[src/rtl/gfm_pkg.sv]
package gfm_pkg;

  // Default polynomial degree for one residue channel.
  localparam int GFM_DEG_DEFAULT = 8;

  // Cycles from issue to result: one registered stage per multiplier coefficient.
  function automatic int gfm_latency(input int deg);
    return deg;
  endfunction

endpackage

[src/rtl/gfm_xtime.sv]
// Multiply a reduced polynomial by x, reducing modulo x^DEG + poly.
module gfm_xtime #(
  parameter int DEG = 8
) (
  input  logic [DEG-1:0] a_i,
  input  logic [DEG-1:0] poly_i,
  output logic [DEG-1:0] y_o
);

  logic             top_bit;
  logic [DEG-1:0]   shifted;

  always_comb begin
    top_bit = a_i[DEG-1];
    shifted = {a_i[DEG-2:0], 1'b0};
    y_o     = top_bit ? (shifted ^ poly_i) : shifted;
  end

endmodule

[src/rtl/gfm_stage.sv]
// One pipeline stage: folds coefficient IDX of B, advances the multiple of A.
module gfm_stage #(
  parameter int DEG = 8,
  parameter int IDX = 0
) (
  input  logic           clk,
  input  logic           rst,
  input  logic           vld_i,
  input  logic [DEG-1:0] acc_i,
  input  logic [DEG-1:0] mc_i,
  input  logic [DEG-1:0] b_i,
  input  logic [DEG-1:0] p_i,
  output logic           vld_o,
  output logic [DEG-1:0] acc_o,
  output logic [DEG-1:0] mc_o,
  output logic [DEG-1:0] b_o,
  output logic [DEG-1:0] p_o
);

  logic [DEG-1:0] acc_nxt;
  logic [DEG-1:0] mc_nxt;

  gfm_xtime #(.DEG(DEG)) u_xtime (
    .a_i    (mc_i),
    .poly_i (p_i),
    .y_o    (mc_nxt)
  );

  always_comb begin
    acc_nxt = b_i[IDX] ? (acc_i ^ mc_i) : acc_i;
  end

  // Only the valid bit is reset; data registers run free.
  always_ff @(posedge clk) begin
    if (rst) vld_o <= 1'b0;
    else     vld_o <= vld_i;
  end

  always_ff @(posedge clk) begin
    acc_o <= acc_nxt;
    mc_o  <= mc_nxt;
    b_o   <= b_i;
    p_o   <= p_i;
  end

  // valid advances exactly one stage per clock
  assert_valid_step_R5: assert property (@(posedge clk) disable iff (rst)
    !$past(rst) |-> (vld_o == $past(vld_i)));

  // reset empties this stage on the following cycle
  assert_reset_clear_R7: assert property (@(posedge clk)
    rst |=> !vld_o);

  // zero coefficient leaves the accumulator untouched
  assert_acc_hold_R3: assert property (@(posedge clk) disable iff (rst)
    ($past(vld_i) && !$past(b_i[IDX])) |-> (acc_o == $past(acc_i)));

  // without a carry out of the top coefficient, the multiple is a plain shift
  assert_shift_plain_R2: assert property (@(posedge clk) disable iff (rst)
    ($past(vld_i) && !$past(mc_i[DEG-1])) |-> (mc_o == {$past(mc_i[DEG-2:0]), 1'b0}));

  // modulus and multiplier travel unchanged with their operation
  assert_poly_carry_R6: assert property (@(posedge clk) disable iff (rst)
    $past(vld_i) |-> ((p_o == $past(p_i)) && (b_o == $past(b_i))));

endmodule

[src/rtl/gfm_mul_pipe.sv]
// Fully pipelined GF(2) polynomial multiplier, LSB-first, reduced per stage.
module gfm_mul_pipe
  import gfm_pkg::*;
#(
  parameter int DEG = GFM_DEG_DEFAULT
) (
  input  logic           clk,
  input  logic           rst,
  input  logic           in_valid,
  input  logic [DEG-1:0] in_a,
  input  logic [DEG-1:0] in_b,
  input  logic [DEG-1:0] in_poly,
  output logic           out_valid,
  output logic [DEG-1:0] out_c
);

  localparam int STAGES = gfm_latency(DEG);

  logic           vld_w [0:STAGES];
  logic [DEG-1:0] acc_w [0:STAGES];
  logic [DEG-1:0] mc_w  [0:STAGES];
  logic [DEG-1:0] b_w   [0:STAGES];
  logic [DEG-1:0] p_w   [0:STAGES];

  always_comb begin
    vld_w[0] = in_valid;
    acc_w[0] = '0;
    mc_w[0]  = in_a;
    b_w[0]   = in_b;
    p_w[0]   = in_poly;
  end

  for (genvar s = 0; s < STAGES; s++) begin : g_stage
    gfm_stage #(.DEG(DEG), .IDX(s)) u_stage (
      .clk   (clk),
      .rst   (rst),
      .vld_i (vld_w[s]),
      .acc_i (acc_w[s]),
      .mc_i  (mc_w[s]),
      .b_i   (b_w[s]),
      .p_i   (p_w[s]),
      .vld_o (vld_w[s+1]),
      .acc_o (acc_w[s+1]),
      .mc_o  (mc_w[s+1]),
      .b_o   (b_w[s+1]),
      .p_o   (p_w[s+1])
    );
  end

  // Outputs come straight from the last stage's registers.
  assign out_valid = vld_w[STAGES];
  assign out_c     = acc_w[STAGES];

  // an operation whose whole multiplier was zero leaves a zero product
  assert_zero_mult_R3: assert property (@(posedge clk) disable iff (rst)
    (out_valid && (b_w[STAGES] == '0)) |-> (out_c == '0));

endmodule

[config.mk]
export PLATFORM = sky130hd
export DESIGN_NAME = gfm_mul_pipe
export DESIGN_NICKNAME = d
export VERILOG_FILES = /design/src/rtl/gfm_pkg.sv /design/src/rtl/gfm_xtime.sv /design/src/rtl/gfm_stage.sv /design/src/rtl/gfm_mul_pipe.sv
export SDC_FILE = /design/constraint.sdc
export NUM_CORES = 1
export LEC_CHECK = 0
export BUFFER_PORTS_ARGS = -buffer_cell sky130_fd_sc_hd__buf_2
export CAP_MARGIN = 15
export CORE_AREA = 5 5 119 121
export CTS_BUF_LIST = sky130_fd_sc_hd__clkbuf_2
export CTS_CLUSTER_DIAMETER = 200
export DETAILED_ROUTE_END_ITERATION = 16
export DIE_AREA = 0 0 124 126
export PLACE_DENSITY = 0.78
export SLEW_MARGIN = 20
export SYNTH_ARGS = -nofsm -noshare
export SYNTH_HDL_FRONTEND = slang
export SYNTH_HIERARCHICAL = 1
export SYNTH_SLANG_ARGS = --single-unit
[constraint.sdc]
create_clock -name clk -period 2.05 [get_ports clk]
set_clock_uncertainty 0.15 [all_clocks]
set_input_delay 0.1025 -clock clk [delete_from_list [all_inputs] [get_ports clk]]
set_output_delay 0.1025 -clock clk [all_outputs]
set_load 0.01 [all_outputs]
==> flow_summary.toml <==
[power]
switching_share_pct = 27.0
power_frac_comb_pct = 18.8
p_int_mw = 7.27
pwr-share-clk_pct = 23.5
p_sw_mw = 2.69
seq_power_share_pct = 57.7
max-vdd-ir-drop_uv = 720
p_leak_nw = 3.48
power_density_nw_per_um2 = 1290

[placement]
place_ws_ns = 0.836
place_congestion = 0.648
dp_hpwl_um = 5000
port_buffers = 35

[layout]
fin_util_pct = 59.5
fillers = 1043
drive_gt1_share_pct = 38.5
antenna_cells = 0
nets = 621
area_growth_pct = 20.4

[global_route]
grt_use_total_pct = 11.8
grt_pass1_vias = 3476
overflow = 0
grt_max_degree = 13
antenna_found_initial = 0
grt_pass1_wl_um = 14900

[timing]
holdWs_ns = 0.0895
finalCritPeriodShare_pct = 80.2
finalMaxSlewViolations = 0
relSlewSlack_pct = 64.4
setup_ws_ns = 0.405
min_period_ns = 1.64
setup_viol = 0
setup_tns_ns = 0
hold_viol = 0
max_freq_mhz = 608
worst_slew_pin_slew_ns = 0.533
rsz0062_at_grt = "false"

[setup_path]
r2r_cells = 2
startpoint_type = "input port"
endpoint_kind = "flop"
critPathKind = "in -> reg"
cp.arrival_ns = 2.07
required_ns = 2.48
r2r_setup_slack_ns = 0.83
path_max_fanout = 2

[floorplanning]
die_w_um = 124
start_util_pct = 49.4
rows = 42
io_pins = 36
fp.dieH_um = 126
fp.coreArea_um2 = 13000
die_area_um2 = 15600

[status]
status = "finished, final reports clean"

[cts]
clk_latency_ns = 0.68
cts_buffers = 47
cts_max_level = 2
tritoncts = "yes"
post_cts_resized = 0
cts_setup_buffers = 0
path_clk_slew_ns = 0.10
cts_buffer_depth = 3
cts_root_buffer = "clkbuf_2"
clock_sinks = 204

[route]
routed_via_density = 4.04
vias = 3235
drtIter0Drc = 51
drc_errors = 0
routed_wl_um = 8070
wl_per_cell_um = 10.1
dr.pass1.iters = 4
ant_nets = 0

[synthesis]
syn_avg_cell_area_um2 = 14.1
synth_area_um2 = 6410
synth_cells = 454
yosysWarnings = 6

[min_path]
hold_path_class = "in -> reg"
min_path_cells = 3

[flow_run]
drv_cap = 0
registers in the layout (all words and copies together), names as in the netlist:
| signal | cells |
|---|---|
| g_stage.u_stage/p_o | 48 |
| g_stage.u_stage/acc_o | 64 |
| g_stage.u_stage/mc_o | 56 |
| g_stage.u_stage/b_o | 28 |
| g_stage.u_stage/vld_o | 8 |
power groups by stage:
stage	Clock, mW	Sequential [mW]	Combinational [mW]
final	2.34	5.74	1.88
after CTS	2.44	5.77	1.90
after detailed placement	0	5.86	1.81
after global placement	0	5.82	1.74
after global routing	2.68	5.88	2.08
after floorplan	0	5.74	1.56
routing by layer:
metal	wire length, um	vias up	GRT usage (%)
met4	133	0	4.77
met5	0	-	0
li1	-	1674	-
met2	4770	60	22.6
met3	402	12	4.26
met1	2760	1489	10.9
stage by stage:
stage / total power, mW / std cells / cell area (um2)
2_1_floorplan: 7.30 / 461 / 6440
3_3_place_gp: 7.57 / 664 / 6750
3_5_place_dp: 7.67 / 664 / 6750
4_1_cts: 10.1 / 799 / 7710
5_1_grt: 10.6 / 800 / 7720
6_report: 9.96 / 800 / 7720
worst max-delay path, cell delays in order:
cell and delay, ns:
dlygate4sd3_1 0.53, buf_2 0.14, dlygate4sd3_1 0.58, xnor2_1 0.14
dlygate4sd3_1 0.58
cell usage in the layout, fill, tap and decap left out, drive strengths merged:
cell type,n
and2,7
nor2b,8
bufinv,1
clkbuf,68
buf,35
inv,1
clkinv,9
conb,8
xnor2,113
nand2,113
dfxtp,204
dlygate4sd3,57
cell type report:
cell class,instances,area (um2),area share [%]
clock buffers,68,340,4.41
clock inverters,11,67.6,0.875
multi-input cells,249,2270,29.3
flip-flops and latches,204,4080,52.9
well taps,176,220,2.85
repair buffers,92,746,9.65
timing repair:
item                                    4_1_cts  5_1_grt
hold endpoints to repair                     39        1
endpoints found under the setup margin        0        0
hold buffers                                 56        1
final timing paths:
path | from | endpoint
setup / recovery | in_a[4] | g_stage[0].u_stage/mc_o[5]$_DFF_P_
hold / removal | rst | g_stage[4].u_stage/vld_o$_SDFF_PP0_
setup reg to reg | g_stage[1].u_stage/b_o[2]$_DFF_P_ | g_stage[2].u_stage/acc_o[1]$_DFF_P_
hold reg to reg | g_stage[1].u_stage/b_o[7]$_DFF_P_ | g_stage[2].u_stage/b_o[7]$_DFF_P_
Power figures use the tool's default switching activity.
